File: config.mk
export PLATFORM = sky130hd
export DESIGN_NAME = rx_word_aligner
export DESIGN_NICKNAME = d
export VERILOG_FILES = /design/src/rtl/rxwa_pkg.sv /design/src/rtl/rxwa_ctrl_sync.sv /design/src/rtl/rxwa_window.sv /design/src/rtl/rxwa_search.sv /design/src/rtl/rx_word_aligner.sv
export SDC_FILE = /design/constraint.sdc
export NUM_CORES = 1
export LEC_CHECK = 0
export BUFFER_PORTS_ARGS = -buffer_cell sky130_fd_sc_hd__buf_4
export CAP_MARGIN = 30
export CORE_UTILIZATION = 51
export CTS_CLUSTER_DIAMETER = 30
export DETAILED_ROUTE_END_ITERATION = 10
export PLACE_DENSITY = 0.73
export SLEW_MARGIN = 40
export SYNTH_ARGS = -nofsm -noshare
export SYNTH_HDL_FRONTEND = slang
export SYNTH_HIERARCHICAL = 1
export SYNTH_SLANG_ARGS = --single-unit
File: constraint.sdc
create_clock -name clk -period 2.24 [get_ports clk]
set_clock_uncertainty 0.15 [all_clocks]
set_input_delay 0 -clock clk [delete_from_list [all_inputs] [get_ports clk]]
set_output_delay 0 -clock clk [all_outputs]
set_load 0.01 [all_outputs]
File: src/rtl/rxwa_pkg.sv
package rxwa_pkg;

  typedef enum logic {
    WA_MODE_SLIP = 1'b0,
    WA_MODE_HUNT = 1'b1
  } wa_mode_e;

  // Offset step with wrap at the word width.
  function automatic int unsigned wa_wrap_inc(input int unsigned cur, input int unsigned n);
    return (cur + 1 >= n) ? 0 : cur + 1;
  endfunction

endpackage

File: src/rtl/rxwa_ctrl_sync.sv
module rxwa_ctrl_sync #(
  parameter int STAGES = 2
) (
  input  logic clk,
  input  logic rst_n,
  input  logic async_in,
  output logic held_lvl,
  output logic rise
);
  localparam int SH_W = STAGES + 1;

  logic [SH_W-1:0] sh_q;
  logic            held_q;

  always_ff @(posedge clk or negedge rst_n) begin
    if (!rst_n) sh_q <= '0;
    else        sh_q <= {sh_q[SH_W-2:0], async_in};
  end

  // Synchronized level seen on two consecutive cycles.
  assign held_lvl = sh_q[STAGES-1] & sh_q[STAGES];

  always_ff @(posedge clk or negedge rst_n) begin
    if (!rst_n) held_q <= 1'b0;
    else        held_q <= held_lvl;
  end

  assign rise = held_lvl & ~held_q;
endmodule

File: src/rtl/rxwa_window.sv
module rxwa_window #(
  parameter int WORD_W = 10,
  parameter int CNT_W  = 4
) (
  input  logic                  clk,
  input  logic                  rst_n,
  input  logic [WORD_W-1:0]     rx_word,
  input  logic                  invert,
  input  logic                  reverse,
  input  logic [WORD_W-1:0]     pattern,
  input  logic [CNT_W-1:0]      offset,
  output logic [2*WORD_W-1:0]   win_o,
  output logic [WORD_W-1:0]     aligned_o,
  output logic                  found_o
);
  localparam int WIN_W = 2 * WORD_W;

  function automatic logic [WORD_W-1:0] flip(input logic [WORD_W-1:0] v);
    logic [WORD_W-1:0] r;
    for (int i = 0; i < WORD_W; i++) r[i] = v[WORD_W-1-i];
    return r;
  endfunction

  function automatic logic [WORD_W-1:0] pick(input logic [WIN_W-1:0] w,
                                             input logic [CNT_W-1:0] k);
    logic [WIN_W-1:0] s;
    s = w >> k;
    return s[WORD_W-1:0];
  endfunction

  logic [WORD_W-1:0] in_pol;
  logic [WORD_W-1:0] old_q;
  logic [WORD_W-1:0] slice;

  assign in_pol = rx_word ^ {WORD_W{invert}};
  assign win_o  = {in_pol, old_q};
  assign slice  = pick(win_o, offset);

  always_ff @(posedge clk or negedge rst_n) begin
    if (!rst_n) begin
      old_q     <= '0;
      aligned_o <= '0;
      found_o   <= 1'b0;
    end else begin
      old_q     <= in_pol;
      aligned_o <= reverse ? flip(slice) : slice;
      found_o   <= (slice == pattern);
    end
  end
endmodule

File: src/rtl/rxwa_search.sv
module rxwa_search #(
  parameter int WORD_W = 10,
  parameter int CNT_W  = 4
) (
  input  logic                clk,
  input  logic                rst_n,
  input  logic                active,
  input  logic                en_lvl,
  input  logic                en_rise,
  input  logic [2*WORD_W-1:0] win,
  input  logic [WORD_W-1:0]   pattern,
  output logic                hit,
  output logic [CNT_W-1:0]    hit_k
);
  localparam bit LEVEL_EN = (WORD_W != 8);

  logic [WORD_W-1:0] match_vec;
  logic              hunt_q;
  logic              hunting;

  for (genvar k = 0; k < WORD_W; k++) begin : g_cmp
    assign match_vec[k] = (win[k +: WORD_W] == pattern);
  end

  // Lowest matching offset wins.
  always_comb begin
    hit_k = '0;
    for (int k = WORD_W - 1; k >= 0; k--) begin
      if (match_vec[k]) hit_k = CNT_W'(k);
    end
  end

  assign hunting = active & (LEVEL_EN ? en_lvl : (hunt_q | en_rise));
  assign hit     = hunting & (|match_vec);

  always_ff @(posedge clk or negedge rst_n) begin
    if (!rst_n) hunt_q <= 1'b0;
    else        hunt_q <= hunting & ~(|match_vec);
  end
endmodule

File: src/rtl/rx_word_aligner.sv
module rx_word_aligner #(
  parameter int WORD_W = 10
) (
  input  logic                        clk,
  input  logic                        rst_n,
  input  logic [WORD_W-1:0]           rx_word,
  input  logic                        mode_manual,
  input  logic                        slip_req,
  input  logic                        align_en,
  input  logic                        invert_pol,
  input  logic                        reverse_bits,
  input  logic [WORD_W-1:0]           pattern,
  output logic [WORD_W-1:0]           aligned_word,
  output logic                        pat_found,
  output logic [$clog2(WORD_W)-1:0]   slip_count
);
  import rxwa_pkg::*;

  localparam int CNT_W = $clog2(WORD_W);
  localparam int WIN_W = 2 * WORD_W;

  wa_mode_e          mode;
  logic              slip_held, slip_evt;
  logic              en_held, en_rise;
  logic              srch_hit;
  logic [CNT_W-1:0]  hit_k;
  logic [CNT_W-1:0]  off_q;
  logic [WIN_W-1:0]  win;
  logic              rev_eff;

  assign mode    = wa_mode_e'(mode_manual);
  assign rev_eff = reverse_bits & (mode == WA_MODE_SLIP);

  rxwa_ctrl_sync #(.STAGES(2)) u_slip_sync (
    .clk(clk), .rst_n(rst_n), .async_in(slip_req),
    .held_lvl(slip_held), .rise(slip_evt)
  );

  rxwa_ctrl_sync #(.STAGES(2)) u_en_sync (
    .clk(clk), .rst_n(rst_n), .async_in(align_en),
    .held_lvl(en_held), .rise(en_rise)
  );

  rxwa_window #(.WORD_W(WORD_W), .CNT_W(CNT_W)) u_win (
    .clk(clk), .rst_n(rst_n), .rx_word(rx_word), .invert(invert_pol),
    .reverse(rev_eff), .pattern(pattern), .offset(off_q),
    .win_o(win), .aligned_o(aligned_word), .found_o(pat_found)
  );

  rxwa_search #(.WORD_W(WORD_W), .CNT_W(CNT_W)) u_srch (
    .clk(clk), .rst_n(rst_n), .active(mode == WA_MODE_HUNT),
    .en_lvl(en_held), .en_rise(en_rise), .win(win), .pattern(pattern),
    .hit(srch_hit), .hit_k(hit_k)
  );

  always_ff @(posedge clk or negedge rst_n) begin
    if (!rst_n) begin
      off_q <= '0;
    end else if (mode == WA_MODE_HUNT) begin
      if (srch_hit) off_q <= hit_k;
    end else if (slip_evt) begin
      off_q <= CNT_W'(wa_wrap_inc(int'(off_q), WORD_W));
    end
  end

  assign slip_count = off_q;

  logic unused_held;
  assign unused_held = slip_held;
endmodule

==> results of run 1 <==
cells in the final DEF (no fill, tap or decap), drive strengths merged, types with 2 or more instances in the layout:
cell type,count
ha,2
nand4,14
buf,136
nor4,17
and2,5
mux2,7
nor3,3
and3b,2
xnor2,60
mux4,14
a31oi,2
a22oi,2
inv,7
a21oi,14
a211oi,2
mux2i,13
nand2,16
o22ai,3
o21ai,16
nor4b,2
nand3,2
dlygate4sd3,12
o21a,2
nand3b,2
clkbuf,8
o31ai,6
nor2b,6
xor2,77
nor2,22
dfrtp,32
nand2b,3
per-stage QoR:
step,utilization (%),setup WS (ns),instances,hold WS (ns)
finish,74.4,-0.441,625,0.0424
global route,74.4,-0.538,625,0.0827
CTS,71.5,-0.300,619,0.0474
detailed placement,64.5,-0.378,580,-0.187
global placement,64.5,-0.332,580,-0.196
floorplan,-,-0.213,408,-0.446
path summary, 6_finish.rpt:
| path | start | endpoint | slack, ns | cells past startpoint |
|---|---|---|---|---|
| min in group clk | rx_word[4] | u_win/old_q[4]$_DFF_PN0_ | 0.09 | 4 |
| max in group asynchronous | rst_n | slip_count[1]$_DFFE_PN0P_ | 1.55 | 2 |
| hold reg to reg | u_slip_sync/sh_q[0]$_DFF_PN0_ | u_slip_sync/sh_q[1]$_DFF_PN0_ | 0.20 | 0 |
| setup / recovery | slip_count[0]$_DFFE_PN0P_ | u_win/found_o$_DFF_PN0_ | -0.44 | 9 |
| setup reg to reg | slip_count[0]$_DFFE_PN0P_ | u_win/found_o$_DFF_PN0_ | -0.44 | 9 |
| hold / removal | rst_n | u_win/aligned_o[1]$_DFF_PN0_ | 0.04 | 2 |
timing repair:
item,CTS,global route
hold endpoints to repair,43,0
setup buffers,20,9
pin swaps,20,16
hold buffers,12,0
resized for setup,41,39
setup endpoints to repair,15,15
state kept, by name (all words and copies together) (netlist names):
name,count
u_slip_sync/sh_q,3
u_en_sync/sh_q,3
u_win/aligned_o,10
u_win/old_q,10
slip_count,4
u_slip_sync/held_q,1
u_win/found_o,1
critical path: stages, from the launching register on:
cell	delay, ns
sky130_fd_sc_hd__dfrtp_2	0.43
sky130_fd_sc_hd__buf_12	0.14
sky130_fd_sc_hd__mux2_4	0.31
sky130_fd_sc_hd__a222oi_1	0.32
sky130_fd_sc_hd__buf_4	0.18
sky130_fd_sc_hd__and3b_2	0.22
sky130_fd_sc_hd__nor2_4	0.05
sky130_fd_sc_hd__xor2_1	0.16
sky130_fd_sc_hd__o31a_1	0.28
sky130_fd_sc_hd__nor4_2	0.32
power groups by stage:
stage | logic, mW | registers, mW | clock network (mW)
after detailed placement | 2.41 | 0.856 | 0
after global placement | 2.34 | 0.851 | 0
final | 2.95 | 0.831 | 0.468
after global routing | 3.12 | 0.847 | 0.505
after floorplan | 1.57 | 0.864 | 0
after CTS | 2.65 | 0.826 | 0.469
routing by layer:
metal,track usage [%],vias to the layer above,part of all wire [%]
met2,53.1,246,50
met3,6.94,63,8.1
met1,37.5,1881,38
met4,15.4,0,4.3
met5,0,-,0
li1,-,1652,-
final cells by class:
cell class	count	area [µm²]	area share, %
clock buffer	8	90.1	1.65
inverter	8	30.0	0.551
multi-input combinational	330	3130	57.5
sequential	32	810	14.8
tap	99	124	2.27
timing repair buffer	148	1270	23.2
==> impl_metrics.json, run 1 <==
{
  "status": "finished, violations left",
  "failed_checks": "negative setup slack",
  "final_net_count": 554,
  "power.switching_fraction_pct": 42.4,
  "antenna_cells_inserted": 0,
  "die_w_um": 89.7,
  "detailroute.via_count": 3842,
  "global_route_wire_length_before_repair_um": 20000,
  "antenna_violating_nets_post_route": 0,
  "worst-setup-path-type": "reg2reg",
  "grt_pass1_vias": 3917,
  "p_int_mw": 2.45,
  "finalSetupViolations": 13,
  "syn_to_final_growth_pct": 39.0,
  "num-fill-cells": 478,
  "finalWirelength_um": 12900,
  "die_height_um": 89.7,
  "post-layout-total-power_mw": 4.25,
  "clock_tree.buffer_depth": 2,
  "finalWorstPathRequiredPeriod_ns": 2.68,
  "i_o_pins": 42,
  "cell_area_after_layout_um2": 5450,
  "cts-root-buf": "sky130_fd_sc_hd__clkbuf_8",
  "placeableCoreArea_um2": 7330,
  "row_count": 31,
  "synthesis.area_per_instance_um2": 9.61,
  "drt-pass1-iter-count": 5,
  "wire_per_inst_um": 20.7,
  "critPathMaxFanout": 7,
  "setup_tns_ns": -2.24,
  "layout_worst_path_cycle_share_pct": 120,
  "floorplan.initialDensity_pct": 53.5,
  "clock_tree_sinks": 32,
  "finalHoldViolations": 0,
  "drive_gt1_share_pct": 45.4,
  "pwr-share-comb_pct": 69.5,
  "overflow": 0,
  "worst_hold_path_type": "in2async",
  "detail_route.iter0.violations": 323,
  "detailed_place_hpwl_um": 8170,
  "p_sw_mw": 1.80,
  "antenna_found_initial": 0,
  "final.setup.worst_slack_ns": -0.441,
  "detailed_place.area_um2": 4730,
  "max_clock_freq_mhz": 373,
  "drt_drc_violations_left": 0,
  "worst_ep_required_time_ns": 2.27,
  "cellLeakagePower_nw": 2.22,
  "grt_max_degree": 35,
  "clkTransAtPathRegs_ns": 0.08,
  "total_cts_buffers": 5,
  "vdd_ir_drop_max_uv": 679,
  "worstSkewPairLatency_ns": 0.29,
  "cp.arrival_ns": 2.71,
  "timing.critical_path.to_type": "register",
  "globalplace.congestion": 0.922,
  "start_kind": "register",
  "power.share.sequential_pct": 19.5,
  "cts_htree_levels": 2,
  "tritoncts": "done",
  "global_route.usage.total_pct": 31.4,
  "power.density_nw_per_um2": 780,
  "syn-instance-count": 408,
  "max_cap_viol_count": 0,
  "via_count_normalized_by_instance_count": 6.15,
  "die-area_um2": 8050,
  "final_max_slew_viol_count": 0,
  "number_of_i_o_port_buffers": 41,
  "setup_repair_after_global_routing_missed_its_margin": "yes",
  "pwr-share-clk_pct": 11.0,
  "synthesis.yosys.warnings": 6,
  "max_slew_margin_pct": 65.5,
  "timing_worst_slew_pin_value_ns": 0.511,
  "netlist_area_um2": 3920,
  "mappedNetlistNets": 437
}
No activity file was read; power rests on OpenSTA's default activity.
==> run 2, diff against run 1 <==
Settings changed: SKIP_LAST_GASP from default to 1.
==> run 2 against run 1 <==
The flow still finishes with violations (negative setup slack). Register-to-register slack worse by 0.02 ns. Sequential share of layout area is essentially flat. Global-route usage unchanged. Worst setup slack worse by 0.017 ns. Non-clock buffer count unchanged. Final cell count unchanged. Count of clock-buffer cells in the layout unchanged. Largest cell class unchanged. Highest routed layer unchanged.
==> impl_metrics.json, run 2 (synthesis results as in run 1) <==
{
  "overflow": 0,
  "max_clock_freq_mhz": 371,
  "worst_ep_required_time_ns": 2.26,
  "grt_pass1_vias": 3917,
  "final_net_count": 554,
  "die_height_um": 89.7,
  "cts_htree_levels": 2,
  "power.density_nw_per_um2": 780,
  "total_cts_buffers": 5,
  "global_route_wire_length_before_repair_um": 20000,
  "cell_area_after_layout_um2": 5440,
  "cp.arrival_ns": 2.72,
  "i_o_pins": 42,
  "layout_worst_path_cycle_share_pct": 120,
  "critPathMaxFanout": 7,
  "vdd_ir_drop_max_uv": 680,
  "global_route.usage.total_pct": 31.4,
  "finalWorstPathRequiredPeriod_ns": 2.70,
  "failed_checks": "negative setup slack",
  "cellLeakagePower_nw": 2.22,
  "grt_max_degree": 35,
  "timing_worst_slew_pin_value_ns": 0.525,
  "wire_per_inst_um": 20.8,
  "tritoncts": "done",
  "layout.cells.most_common": "sky130_fd_sc_hd__buf_4",
  "die_w_um": 89.7,
  "antenna_violating_nets_post_route": 0,
  "clock_tree.buffer_depth": 2,
  "drt-pass1-iter-count": 5,
  "setup_repair_after_global_routing_missed_its_margin": "yes",
  "worstReg2RegStart": "slip_count[0]$_DFFE_PN0P_",
  "detail_route.iter0.violations": 381,
  "start_kind": "register",
  "floorplan.initialDensity_pct": 53.5,
  "via_count_normalized_by_instance_count": 6.19,
  "detailed_place_hpwl_um": 8170,
  "detailroute.via_count": 3869,
  "instances_no_fill": 625,
  "number_of_i_o_port_buffers": 41,
  "worstSkewPairLatency_ns": 0.29,
  "clkTransAtPathRegs_ns": 0.08,
  "row_count": 31,
  "max_cap_viol_count": 0,
  "antenna_cells_inserted": 0,
  "final_max_slew_viol_count": 0,
  "startpoint": "slip_count[0]$_DFFE_PN0P_",
  "drt_drc_violations_left": 0,
  "detailed_place.area_um2": 4730,
  "syn_to_final_growth_pct": 38.8,
  "status": "finished, violations left",
  "finalWirelength_um": 13000,
  "clock_tree_sinks": 32,
  "cts-root-buf": "sky130_fd_sc_hd__clkbuf_8",
  "finalSetupViolations": 13,
  "worst_hold_path_type": "in2async",
  "globalplace.congestion": 0.922,
  "placeableCoreArea_um2": 7330,
  "layout_common_cells": "120 x sky130_fd_sc_hd__buf_4, 68 x sky130_fd_sc_hd__xor2_1, 57 x sky130_fd_sc_hd__xnor2_1, 25 x sky130_fd_sc_hd__dfrtp_1, 15 x sky130_fd_sc_hd__nor2_1",
  "worst-setup-path-type": "reg2reg",
  "finalHoldViolations": 0,
  "timing.critical_path.to_type": "register",
  "antenna_found_initial": 0,
  "dp.cells": 580,
  "drive_gt1_share_pct": 45.1,
  "layout.area.seq_um2": 810,
  "multi_input_comb_area_um2": 3130,
  "max_slew_margin_pct": 64.5,
  "num-fill-cells": 481,
  "die-area_um2": 8050,
  "final.setup.worst_slack_ns": -0.458
}
==> run 2: cell count changes in the layout (fill, tap and decap cells not counted) <==
cell                      delta
sky130_fd_sc_hd__a21oi_1     +1
sky130_fd_sc_hd__a21oi_2     -1
sky130_fd_sc_hd__buf_4       +1
sky130_fd_sc_hd__buf_6       -1
sky130_fd_sc_hd__nand2_1     +1
sky130_fd_sc_hd__nand2_2     -1
==> run 2: worst max-delay path, cell delays in order, from the launching register on <==
cell	delay, ns
sky130_fd_sc_hd__dfrtp_2	0.43
sky130_fd_sc_hd__buf_12	0.14
sky130_fd_sc_hd__mux2_4	0.31
sky130_fd_sc_hd__a222oi_1	0.32
sky130_fd_sc_hd__buf_4	0.18
sky130_fd_sc_hd__buf_6	0.09
sky130_fd_sc_hd__a31oi_4	0.08
sky130_fd_sc_hd__mux2i_2	0.24
sky130_fd_sc_hd__xor2_1	0.20
sky130_fd_sc_hd__o211ai_1	0.14
sky130_fd_sc_hd__nor4_2	0.29
==> run 2: layer usage <==
| layer | track usage, % | vias to the layer above | part of all wire [%] |
|---|---|---|---|
| met5 | 0 | - | 0 |
| met4 | 15.4 | 0 | 3.6 |
| met3 | 6.94 | 59 | 8.4 |
| met2 | 53.1 | 262 | 50 |
| met1 | 37.5 | 1893 | 38 |
| li1 | - | 1655 | - |
==> run 2: area by class of cell <==
cell class,instances,area share [%]
Multi-Input combinational cell,330,57.5
Tap cell,99,2.28
Clock buffer,8,1.65
Timing Repair Buffer,148,23.2
Sequential cell,32,14.9
Inverter,8,0.552
==> run 2: repair_timing <==
| item | CTS | global route |
|---|---|---|
| buffers inserted | 20 | 9 |
| hold endpoints to repair | 43 | 0 |
| hold buffers | 12 | 0 |
| pin swaps | 20 | 16 |
| resized for setup | 41 | 36 |
| endpoints found under the setup margin | 15 | 15 |
==> run 2: stage by stage <==
stage / utilization [%] / hold WS, ns / setup slack (ns) / setup TNS [ns] / power, mW
floorplan: - / -0.446 / -0.213 / -0.237 / 2.43
global placement: 64.5 / -0.196 / -0.332 / -2.52 / 3.19
detailed placement: 64.5 / -0.187 / -0.378 / -3.05 / 3.26
CTS: 71.5 / 0.0474 / -0.300 / -0.984 / 3.94
global route: 74.3 / 0.0827 / -0.538 / -3.20 / 4.46
finish: 74.3 / 0.0498 / -0.458 / -2.46 / 4.24
==> run 2: path summary, 6_finish.rpt <==
kind / end / slack [ns] / depth (start not counted)
max in group asynchronous: slip_count[1]$_DFFE_PN0P_ / 1.54 / 2
min reg2reg: u_slip_sync/sh_q[1]$_DFF_PN0_ / 0.20 / 0
max: u_win/found_o$_DFF_PN0_ / -0.46 / 10
min: u_win/aligned_o[8]$_DFF_PN0_ / 0.05 / 2
min in group clk: u_win/old_q[4]$_DFF_PN0_ / 0.09 / 4
max reg2reg: u_win/found_o$_DFF_PN0_ / -0.46 / 10
==> run 2: power breakdown <==
part / leakage [nW] / internal (mW) / switching, mW
clock network: 0.0455 / 0.251 / 0.217
registers: 0.373 / 0.717 / 0.114
logic: 1.80 / 1.47 / 1.47
total: 2.22 / 2.44 / 1.80
==> run 3, diff against run 2 <==
Settings changed: BUFFER_PORTS_ARGS -buffer_cell sky130_fd_sc_hd__buf_4 to -buffer_cell sky130_fd_sc_hd__buf_2, SKIP_CTS_REPAIR_TIMING from default to 1.
==> run 3 against run 2 <==
The run ends with negative hold slack, negative setup slack left. Routed wire length decreased by 6.5%. Critical path depth decreased by 1. Sequential share of layout area increased by 0.45 points. Worst hold slack got worse by 0.051 ns. Flip-flop and latch count unchanged. Via count decreased by 2.3%. Largest cell class unchanged. Highest routed layer unchanged.
==> impl_metrics.json, run 3 (synthesis results as in run 1) <==
{
  "power.switching_fraction_pct": 41.8,
  "grt_pass1_vias": 3490,
  "timing.critical_path.to_type": "register",
  "regToRegSetupSlack_ns": -0.34,
  "detailroute.via_count": 3779,
  "layout_worst_path_cycle_share_pct": 115,
  "layout.cells.most_common": "sky130_fd_sc_hd__buf_4",
  "global_route_wire_length_before_repair_um": 17500,
  "min_delay_worst_endpoint": "slip_count[3]$_DFFE_PN0P_",
  "via_count_normalized_by_instance_count": 5.99,
  "dp.cells": 594,
  "die-area_um2": 8050,
  "drive_gt1_share_pct": 43.2,
  "row_count": 31,
  "detailed_place_hpwl_um": 8180,
  "number_of_i_o_port_buffers": 41,
  "clock_tree.buffer_depth": 2,
  "failed_checks": "negative hold slack, negative setup slack",
  "crit_path_max_delay_family": "multiplexers",
  "final_max_slew_viol_count": 0,
  "p_sw_mw": 1.71,
  "placeableCoreArea_um2": 7330,
  "max_cap_viol_count": 0,
  "timing.critical_path.slowest_cell_delay_ns": 0.50,
  "wire_per_inst_um": 19.3,
  "total_cts_buffers": 5,
  "max_slew_margin_pct": 64.0,
  "i_o_pins": 42,
  "final.setup.worst_slack_ns": -0.338,
  "worstSkewPairLatency_ns": 0.29,
  "timing.hold.worst.start": "mode_manual",
  "clock_tree_sinks": 32,
  "finalSetupViolations": 15,
  "worst_ep_required_time_ns": 2.30,
  "vdd_ir_drop_max_uv": 485,
  "pwr-share-clk_pct": 13.7,
  "detail_route.iter0.violations": 325,
  "crit-reg2reg-capture": "u_win/found_o$_DFF_PN0_",
  "syn_to_final_growth_pct": 34.9,
  "tritoncts": "done",
  "status": "finished, violations left",
  "instances_no_fill": 631,
  "layout_common_cells": "86 x sky130_fd_sc_hd__buf_4, 71 x sky130_fd_sc_hd__xor2_1, 56 x sky130_fd_sc_hd__xnor2_1, 41 x sky130_fd_sc_hd__buf_2, 24 x sky130_fd_sc_hd__dfrtp_1",
  "antenna_violating_nets_post_route": 0,
  "finalWirelength_um": 12200,
  "grt_max_degree": 33,
  "power.share.sequential_pct": 20.1,
  "worst_hold_path_type": "in2reg",
  "critPathMaxFanout": 6,
  "worst-setup-path-type": "reg2reg",
  "global_route.usage.total_pct": 27.4,
  "path_cells": "buf_12 > buf_12 > mux4_2 > xnor2_1 > a21oi_2 > mux2i_1 > xor2_1 > o211ai_1 > nor4_2",
  "post-layout-total-power_mw": 4.10,
  "final_net_count": 560,
  "drt-pass1-iter-count": 5,
  "power.density_nw_per_um2": 775,
  "place_worst_setup_slack_ns": -0.291,
  "reg2reg_depth": 9,
  "floorplan.initialDensity_pct": 53.5,
  "globalplace.congestion": 0.950,
  "antenna_cells_inserted": 0,
  "antenna_found_initial": 0,
  "start_kind": "register",
  "overflow": 0,
  "hold_path_depth": 3,
  "die_height_um": 89.7,
  "worst_path_most_repeated_cell": "sky130_fd_sc_hd__buf_12",
  "crit_slowest_cell": "sky130_fd_sc_hd__mux4_2",
  "cp.arrival_ns": 2.63,
  "worstPathBufferInverterCount": 2,
  "fin_worst_hold_slack_ns": -0.00125,
  "cts-root-buf": "sky130_fd_sc_hd__clkbuf_8",
  "die_w_um": 89.7,
  "timing_worst_slew_pin_value_ns": 0.533,
  "max_clock_freq_mhz": 388,
  "cellLeakagePower_nw": 2.22,
  "finalHoldViolations": 1,
  "pwr-share-comb_pct": 66.2,
  "setup_repair_after_global_routing_missed_its_margin": "yes",
  "worstReg2RegStart": "slip_count[0]$_DFFE_PN0P_",
  "finalWorstPathRequiredPeriod_ns": 2.58,
  "drt_drc_violations_left": 0,
  "clkTransAtPathRegs_ns": 0.07,
  "setup_tns_ns": -2.12,
  "cts_htree_levels": 2,
  "p_int_mw": 2.39
}
==> run 3: layout make-up <==
type | count | area [µm²]
clock inverters | 2 | 35.0
inverters | 8 | 30.0
clock buffers | 6 | 72.6
well taps | 99 | 124
flip-flops and latches | 32 | 811
repair buffers | 154 | 1220
fillers | 482 | 2040
multi-input cells | 330 | 3000
==> run 3: power by group through the flow <==
stage | logic, mW | registers, mW | clock network, mW
2_1_floorplan | 1.57 | 0.864 | 0
3_3_place_gp | 2.30 | 0.825 | 0
3_5_place_dp | 2.36 | 0.831 | 0
4_1_cts | 2.38 | 0.821 | 0.565
5_1_grt | 2.89 | 0.840 | 0.581
6_report | 2.71 | 0.825 | 0.560
==> run 3: per-stage QoR <==
step / hold slack (ns) / utilization (%) / area, µm²
2_1_floorplan: -0.446 / - / 4010
3_5_place_dp: -0.0590 / 64.5 / 4730
5_1_grt: 0.0450 / 72.2 / 5290
3_3_place_gp: -0.0683 / 64.5 / 4730
6_report: -0.00125 / 72.2 / 5290
4_1_cts: -0.375 / 66.0 / 4840
==> run 3: worst max-delay path by stage <==
stage | from | to | slack, ns | depth (start not counted)
final | slip_count[0]$_DFFE_PN0P_ | u_win/found_o$_DFF_PN0_ | -0.34 | 9
after global routing | slip_count[0]$_DFFE_PN0P_ | u_win/found_o$_DFF_PN0_ | -0.45 | 9
after CTS | slip_count[0]$_DFFE_PN0P_ | u_win/found_o$_DFF_PN0_ | -0.35 | 8
after detailed placement | invert_pol | slip_count[1]$_DFFE_PN0P_ | -0.29 | 11
after global placement | slip_count[0]$_DFFE_PN0P_ | u_win/found_o$_DFF_PN0_ | -0.27 | 8
after floorplan | slip_count[0]$_DFFE_PN0P_ | u_win/found_o$_DFF_PN0_ | -0.21 | 8
==> run 3: tightest hold or removal path: cells and delay by family <==
kind                   cells  cell delay (ns)
AOI/OAI and AO/OA          2             0.20
buffers and inverters      1             0.19
==> run 3: layer usage <==
metal	global-route usage (%)	vias to the layer above	routed length (µm)
li1	-	1673	-
met1	34.5	1828	4900
met3	5.67	44	942
met4	10.9	0	451
met5	0	-	0
met2	45.8	234	5890
